<file path="src/rtl/gcb_pkg.sv">
package gcb_pkg;
  typedef enum logic [1:0] {
    OP_NONE   = 2'b00,
    OP_LOAD   = 2'b01,
    OP_STORE  = 2'b10,
    OP_PSTORE = 2'b11
  } gcb_op_e;

  typedef enum logic [1:0] {
    SEL_NONE  = 2'b00,
    SEL_LOAD  = 2'b01,
    SEL_STORE = 2'b10,
    SEL_PTR   = 2'b11
  } gcb_sel_e;
endpackage

</file>
<file path="src/rtl/gcb_tag_extract.sv">
module gcb_tag_extract #(
  parameter int PTR_W = 64,
  parameter int TAG_W = 3
) (
  input  logic [PTR_W-1:0] ptr_i,
  output logic [TAG_W-1:0] tag_o
);
  localparam int LOW_W = PTR_W - TAG_W;

  logic unused_low;

  assign tag_o      = ptr_i[PTR_W-1 -: TAG_W];
  assign unused_low = ^ptr_i[LOW_W-1:0];
endmodule

</file>
<file path="src/rtl/gcb_mask_bank.sv">
module gcb_mask_bank
  import gcb_pkg::*;
#(
  parameter int TAG_W = 3
) (
  input  logic                         clk,
  input  logic                         rst_n,
  input  logic                         we_i,
  input  logic [1:0]                   sel_i,
  input  logic [(1<<(2*TAG_W))-1:0]    wdata_i,
  output logic [(1<<TAG_W)-1:0]        ld_mask_o,
  output logic [(1<<TAG_W)-1:0]        st_mask_o,
  output logic [(1<<(2*TAG_W))-1:0]    ps_mask_o
);
  localparam int SM_W = 1 << TAG_W;
  localparam int PM_W = 1 << (2*TAG_W);

  gcb_sel_e sel;
  assign sel = gcb_sel_e'(sel_i);

  always_ff @(posedge clk or negedge rst_n) begin
    if (!rst_n) begin
      ld_mask_o <= '0;
      st_mask_o <= '0;
      ps_mask_o <= '0;
    end else if (we_i) begin
      case (sel)
        SEL_LOAD:  ld_mask_o <= wdata_i[SM_W-1:0];
        SEL_STORE: st_mask_o <= wdata_i[SM_W-1:0];
        SEL_PTR:   ps_mask_o <= wdata_i[PM_W-1:0];
        default:   ;
      endcase
    end
  end
endmodule

</file>
<file path="src/rtl/gcb_trap_lookup.sv">
module gcb_trap_lookup
  import gcb_pkg::*;
#(
  parameter int TAG_W = 3
) (
  input  logic                      valid_i,
  input  logic [1:0]                op_i,
  input  logic [TAG_W-1:0]          atag_i,
  input  logic [TAG_W-1:0]          dtag_i,
  input  logic [(1<<TAG_W)-1:0]     ld_mask_i,
  input  logic [(1<<TAG_W)-1:0]     st_mask_i,
  input  logic [(1<<(2*TAG_W))-1:0] ps_mask_i,
  output logic                      hit_o,
  output logic [1:0]                cause_o
);
  localparam int IDX_W = 2 * TAG_W;

  logic [IDX_W-1:0] ps_idx;
  logic             ld_bit, st_bit, ps_bit;
  gcb_op_e          op;

  assign op     = gcb_op_e'(op_i);
  assign ps_idx = {atag_i, dtag_i};
  assign ld_bit = ld_mask_i[atag_i];
  assign st_bit = st_mask_i[atag_i];
  assign ps_bit = ps_mask_i[ps_idx];

  always_comb begin
    hit_o = 1'b0;
    if (valid_i) begin
      case (op)
        OP_LOAD:   hit_o = ld_bit;
        OP_STORE:  hit_o = st_bit;
        OP_PSTORE: hit_o = ps_bit;
        default:   hit_o = 1'b0;
      endcase
    end
    cause_o = hit_o ? op_i : 2'b00;
  end
endmodule

</file>
<file path="src/rtl/gcb_barrier.sv">
module gcb_barrier #(
  parameter int PTR_W = 64,
  parameter int TAG_W = 3
) (
  input  logic                      clk,
  input  logic                      rst_n,
  input  logic                      req_valid,
  input  logic [1:0]                req_op,
  input  logic [PTR_W-1:0]          req_addr,
  input  logic [PTR_W-1:0]          req_data,
  input  logic                      cfg_we,
  input  logic [1:0]                cfg_sel,
  input  logic [(1<<(2*TAG_W))-1:0] cfg_wdata,
  output logic                      trap_o,
  output logic [1:0]                cause_o
);
  localparam int SM_W = 1 << TAG_W;
  localparam int PM_W = 1 << (2*TAG_W);

  logic [TAG_W-1:0] atag, dtag;
  logic [SM_W-1:0]  ld_mask, st_mask;
  logic [PM_W-1:0]  ps_mask;
  logic             hit;
  logic [1:0]       cause_d;

  gcb_tag_extract #(.PTR_W(PTR_W), .TAG_W(TAG_W)) u_atag (
    .ptr_i (req_addr),
    .tag_o (atag)
  );

  gcb_tag_extract #(.PTR_W(PTR_W), .TAG_W(TAG_W)) u_dtag (
    .ptr_i (req_data),
    .tag_o (dtag)
  );

  gcb_mask_bank #(.TAG_W(TAG_W)) u_masks (
    .clk       (clk),
    .rst_n     (rst_n),
    .we_i      (cfg_we),
    .sel_i     (cfg_sel),
    .wdata_i   (cfg_wdata),
    .ld_mask_o (ld_mask),
    .st_mask_o (st_mask),
    .ps_mask_o (ps_mask)
  );

  gcb_trap_lookup #(.TAG_W(TAG_W)) u_lookup (
    .valid_i   (req_valid),
    .op_i      (req_op),
    .atag_i    (atag),
    .dtag_i    (dtag),
    .ld_mask_i (ld_mask),
    .st_mask_i (st_mask),
    .ps_mask_i (ps_mask),
    .hit_o     (hit),
    .cause_o   (cause_d)
  );

  always_ff @(posedge clk or negedge rst_n) begin
    if (!rst_n) begin
      trap_o  <= 1'b0;
      cause_o <= 2'b00;
    end else begin
      trap_o  <= hit;
      cause_o <= cause_d;
    end
  end
endmodule

</file>
<file path="config.mk">
export PLATFORM = sky130hd
export DESIGN_NAME = gcb_barrier
export DESIGN_NICKNAME = d
export VERILOG_FILES = /design/src/rtl/gcb_pkg.sv /design/src/rtl/gcb_tag_extract.sv /design/src/rtl/gcb_mask_bank.sv /design/src/rtl/gcb_trap_lookup.sv /design/src/rtl/gcb_barrier.sv
export SDC_FILE = /design/constraint.sdc
export NUM_CORES = 1
export LEC_CHECK = 0
export CAP_MARGIN = 30
export CORE_MARGIN = 2
export CORE_UTILIZATION = 43
export DETAILED_ROUTE_END_ITERATION = 6
export PLACE_DENSITY = 0.87
export SLEW_MARGIN = 20
export SYNTH_ARGS = -nofsm -noshare
export SYNTH_HDL_FRONTEND = slang
export SYNTH_SLANG_ARGS = --single-unit
</file>
<file path="constraint.sdc">
create_clock -name clk -period 4.47 [get_ports clk]
set_input_delay 0.6705 -clock clk [delete_from_list [all_inputs] [get_ports clk]]
set_output_delay 0.6705 -clock clk [all_outputs]
set_load 0.005 [all_outputs]
</file>
==> results.md <==
- The number of hold buffers added after CTS was 0.
- The detailed-route via count is 2,394.
- The via count of the first global-routing pass was 2,616.
- The later pin in the worst-skew pair is clocked with a latency of 0.34 ns.
- The run finished with clean final reports.
- The terminus of the critical flop-to-flop path is trap_o.
- The kind of end point of the critical path is a flop.
- The peak clock frequency supported by timing is 334 MHz.
- The type of the worst setup path is in -> reg.
- Entering global routing, the biggest net connects 43 pins.
- The first detailed-routing pass ran for 4 iterations.
- Data on the critical path is required at its endpoint by 4.68 ns.
- In this run the post-CTS setup repair buffer count came out at 0.
- IR analysis of the VDD net gives a maximum drop of 0.166 mV.
- The synthesized netlist occupies a cell area of 0.00384 mm2.
- The static power due to leakage is 2.07 nW.
- The standard-cell row count is 34.
- met2 is the most crowded layer.
- The layout net count is 532.
- The count of antenna diodes in the layout is 0.
- The growth of design area from synthesis to finish is 29.8%.
- The Yosys warning count is 0.
- For the pin with the worst max-slew slack, the measured transition is 0.824 ns.
- The average detailed-routed wire length per instance is 17.6 um.
- The core box area is 0.00868 mm2.
- For flop-to-flop paths, the worst setup slack is 2.34 ns.
- After layout, the worst path uses 67.0% of the clock period.
- TritonCTS built the clock tree.
- The number of buffers and inverters on the critical path is 1.
- The deepest level of the CTS H-tree is 3.
- The total overflow reported by the global router is 0.
- In the layout the commonest cells are sky130_fd_sc_hd__mux2_2, sky130_fd_sc_hd__dfrtp_1, sky130_fd_sc_hd__clkdlybuf4s50_1.
- Detailed placement finished with a half-perimeter wire length of 5680 um.
- In this run, synthesis inferred 0 flip-flops with an integrated enable.
- The congestion estimate from routability-driven global placement came to 0.782.
- The data arrival time of the worst path is 3.20 ns.
- Setup total negative slack on the finished layout was measured at 0 ns.
- The clock passes through at most 2 buffers.
- The sequential area share after synthesis is 54.0%.
- The net count after synthesis is 449.
- The average instance in the mapped netlist occupies 15.4 um2.
- The worst min-delay path category is in -> async.
- The count of distinct cell types in the synthesized netlist is 37.
- The final period demand of the worst path is 2.99 ns.
- The remaining design rule violation count is 0.
- Leaving out fill and tap cells, the most frequent cell in the layout is sky130_fd_sc_hd__mux2_2.
- The depth of the worst register-to-register path is 6.
- The tree is rooted in a sky130_fd_sc_hd__clkbuf_8.
- After technology mapping, the gate count stands at 249.
- Headroom to the max-slew limit came out at 44.9%.
- The floorplan step set the die height to 98.6 um.
- The clock net sink count is 83.
- The initial antenna violation count is 0.
- The total of cells resized after clock tree synthesis is 0.
- The cell with the biggest individual delay on the critical path is sky130_fd_sc_hd__clkdlybuf4s50_1.
- Across the run, the number of max-cap violations was 0.
- For met2 alone, demand over resource in global routing was 27.3%.
- In this run the remaining antenna-violating nets after routing total 0.
- The wire length after detailed routing is 7840 um.
- The share of flip-flops with an asynchronous set or reset after synthesis is 100%.
- Setup repair after global routing left no endpoint under its margin.
- The synthesis-stage register bit count is 83.
- In the synthesized netlist the dominant register cell turns out to be sky130_fd_sc_hd__dfrtp_1.
- Traced cell by cell, the critical path runs through clkdlybuf4s50_1 -> mux4_1 -> mux2_4 -> a2111oi_4 -> nor3_1 -> a22oi_2 -> o311ai_1.
- The startpoint class of the critical path is an input pin.
- The cell family contributing the most delay on the critical path is buffers and inverters.
- The cell count after placement is 429.
- The horizontal extent of the die is 98.6 um.
- The final count of pins violating max slew came to 0.
- The fraction of final layout cells with drive strength greater than 1 is 35.3%.
- The first-iteration detailed-routing DRC count is 112.
- Setup violations remaining at the end of the flow were counted as 0.
- The met3 track demand over resource is 3.12%.
- The startpoint of the most critical register-to-register path is u_masks.ps_mask_o[9].
- After detailed routing, the number of vias per cell comes to 5.38.
- In this design, the stage delay of the slowest critical-path cell is 1.01 ns.
- The number of ports placed on the die boundary is 203.
- The final hold violation count came to 0.
- Across every metal layer, demand over resource in global routing totals 16.9%.
- Clock-pin slew was measured on the worst setup and hold paths at 0.08 ns.
- For met1 alone, demand over resource in global routing was 22.5%.
- The peak fanout along the critical path is 15.
- For the final database, setup skew stands at 0.00851 ns.
- Port buffering added 80 buffers.
- The initial utilization of the core area, before any placement, comes to 44.3%.
- The non-filler instance count after layout is 445.
- The first-pass GRT wire length is 12,800 um.
- The power density over the cells is 398 mW/mm2.
- The die footprint is 0.00971 mm2.
- The number of buffers created by CTS is 9.
[final cells by class]
cell class | instances | area (um2)
fill | 716 | 3690
sequential | 83 | 2080
multi-input combinational | 151 | 1680
timing repair buffer | 85 | 848
clock buffer | 12 | 145
tap | 108 | 135
clock inverter | 4 | 97.6
inverter | 2 | 7.51
[stage by stage]
step                hold slack, ns  cell area, um2  power (mW)  util [%]  worst slack (ns)
finish                       0.310            4990        1.99      57.5              1.48
detailed placement           0.487            4750        1.36      54.7              1.12
global route                 0.338            4990        2.08      57.5              1.38
CTS                          0.316            4990        2.01      57.5              1.47
floorplan                    0.375            3840        1.20         -              2.15
global placement             0.480            4730        1.33      54.5              1.16
[layer usage]
metal | share of wire [%] | wire, um | vias up
met3 | 5.4 | 422 | 12
li1 | - | - | 1099
met5 | 0 | 0 | -
met1 | 45 | 3490 | 1212
met2 | 48 | 3770 | 71
met4 | 1.9 | 149 | 0
[power breakdown]
group	internal, mW	switching [mW]	total, mW	leakage, nW
Sequential	0.890	0.0685	0.959	0.986
Clock	0.387	0.260	0.647	0.117
Combinational	0.252	0.128	0.380	0.969
Total	1.53	0.456	1.99	2.07
[registers in the layout (all words and copies together), names as in the netlist]
signal / flops
u_masks.st_mask_o: 8
trap_o: 1
cause_o: 2
u_masks.ld_mask_o: 8
u_masks.ps_mask_o: 64
[worst register-to-register path, delay by kind of cell, from the launching register on]
| family | cells | cell delay [ns] |
|---|---|---|
| and+or+nand+nor | 1 | 0.10 |
| AOI/OAI and AO/OA | 3 | 0.72 |
| DFF | 1 | 0.38 |
| muxes | 2 | 0.79 |
[cells by family after synthesis]
group,synth area share [%]
mux,36.5
flops,54.0
simple gates,3.09
compound gates,3.94
buf+inv,2.44
[worst max-delay path by stage]
stage | startpoint | endpoint | slack, ns | depth (start not counted)
global route | req_data[63] | trap_o | 1.38 | 7
floorplan | req_data[61] | trap_o | 2.15 | 7
global placement | req_data[63] | trap_o | 1.16 | 7
detailed placement | req_data[63] | trap_o | 1.12 | 7
CTS | req_data[63] | trap_o | 1.47 | 7
finish | req_data[63] | trap_o | 1.48 | 7
[cells in the mapped netlist, types with 2 or more instances]
library cell | n | share of area [%]
sky130_fd_sc_hd__inv_1 | 2 | 0.20
sky130_fd_sc_hd__nand3b_1 | 2 | 0.39
sky130_fd_sc_hd__buf_6 | 3 | 0.88
sky130_fd_sc_hd__a22oi_1 | 4 | 0.78
sky130_fd_sc_hd__a21oi_1 | 2 | 0.26
sky130_fd_sc_hd__and2b_1 | 2 | 0.39
sky130_fd_sc_hd__mux4_1 | 2 | 1.4
sky130_fd_sc_hd__nor2_1 | 2 | 0.20
sky130_fd_sc_hd__dfrtp_1 | 83 | 54
sky130_fd_sc_hd__mux4_2 | 10 | 5.9
sky130_fd_sc_hd__nand2_1 | 4 | 0.39
sky130_fd_sc_hd__mux2_2 | 84 | 25
sky130_fd_sc_hd__mux2i_1 | 14 | 3.6
sky130_fd_sc_hd__nor3_1 | 3 | 0.39
sky130_fd_sc_hd__nand3_1 | 4 | 0.52
sky130_fd_sc_hd__clkbuf_1 | 7 | 0.68
No activity file was read; power rests on OpenSTA's default activity.
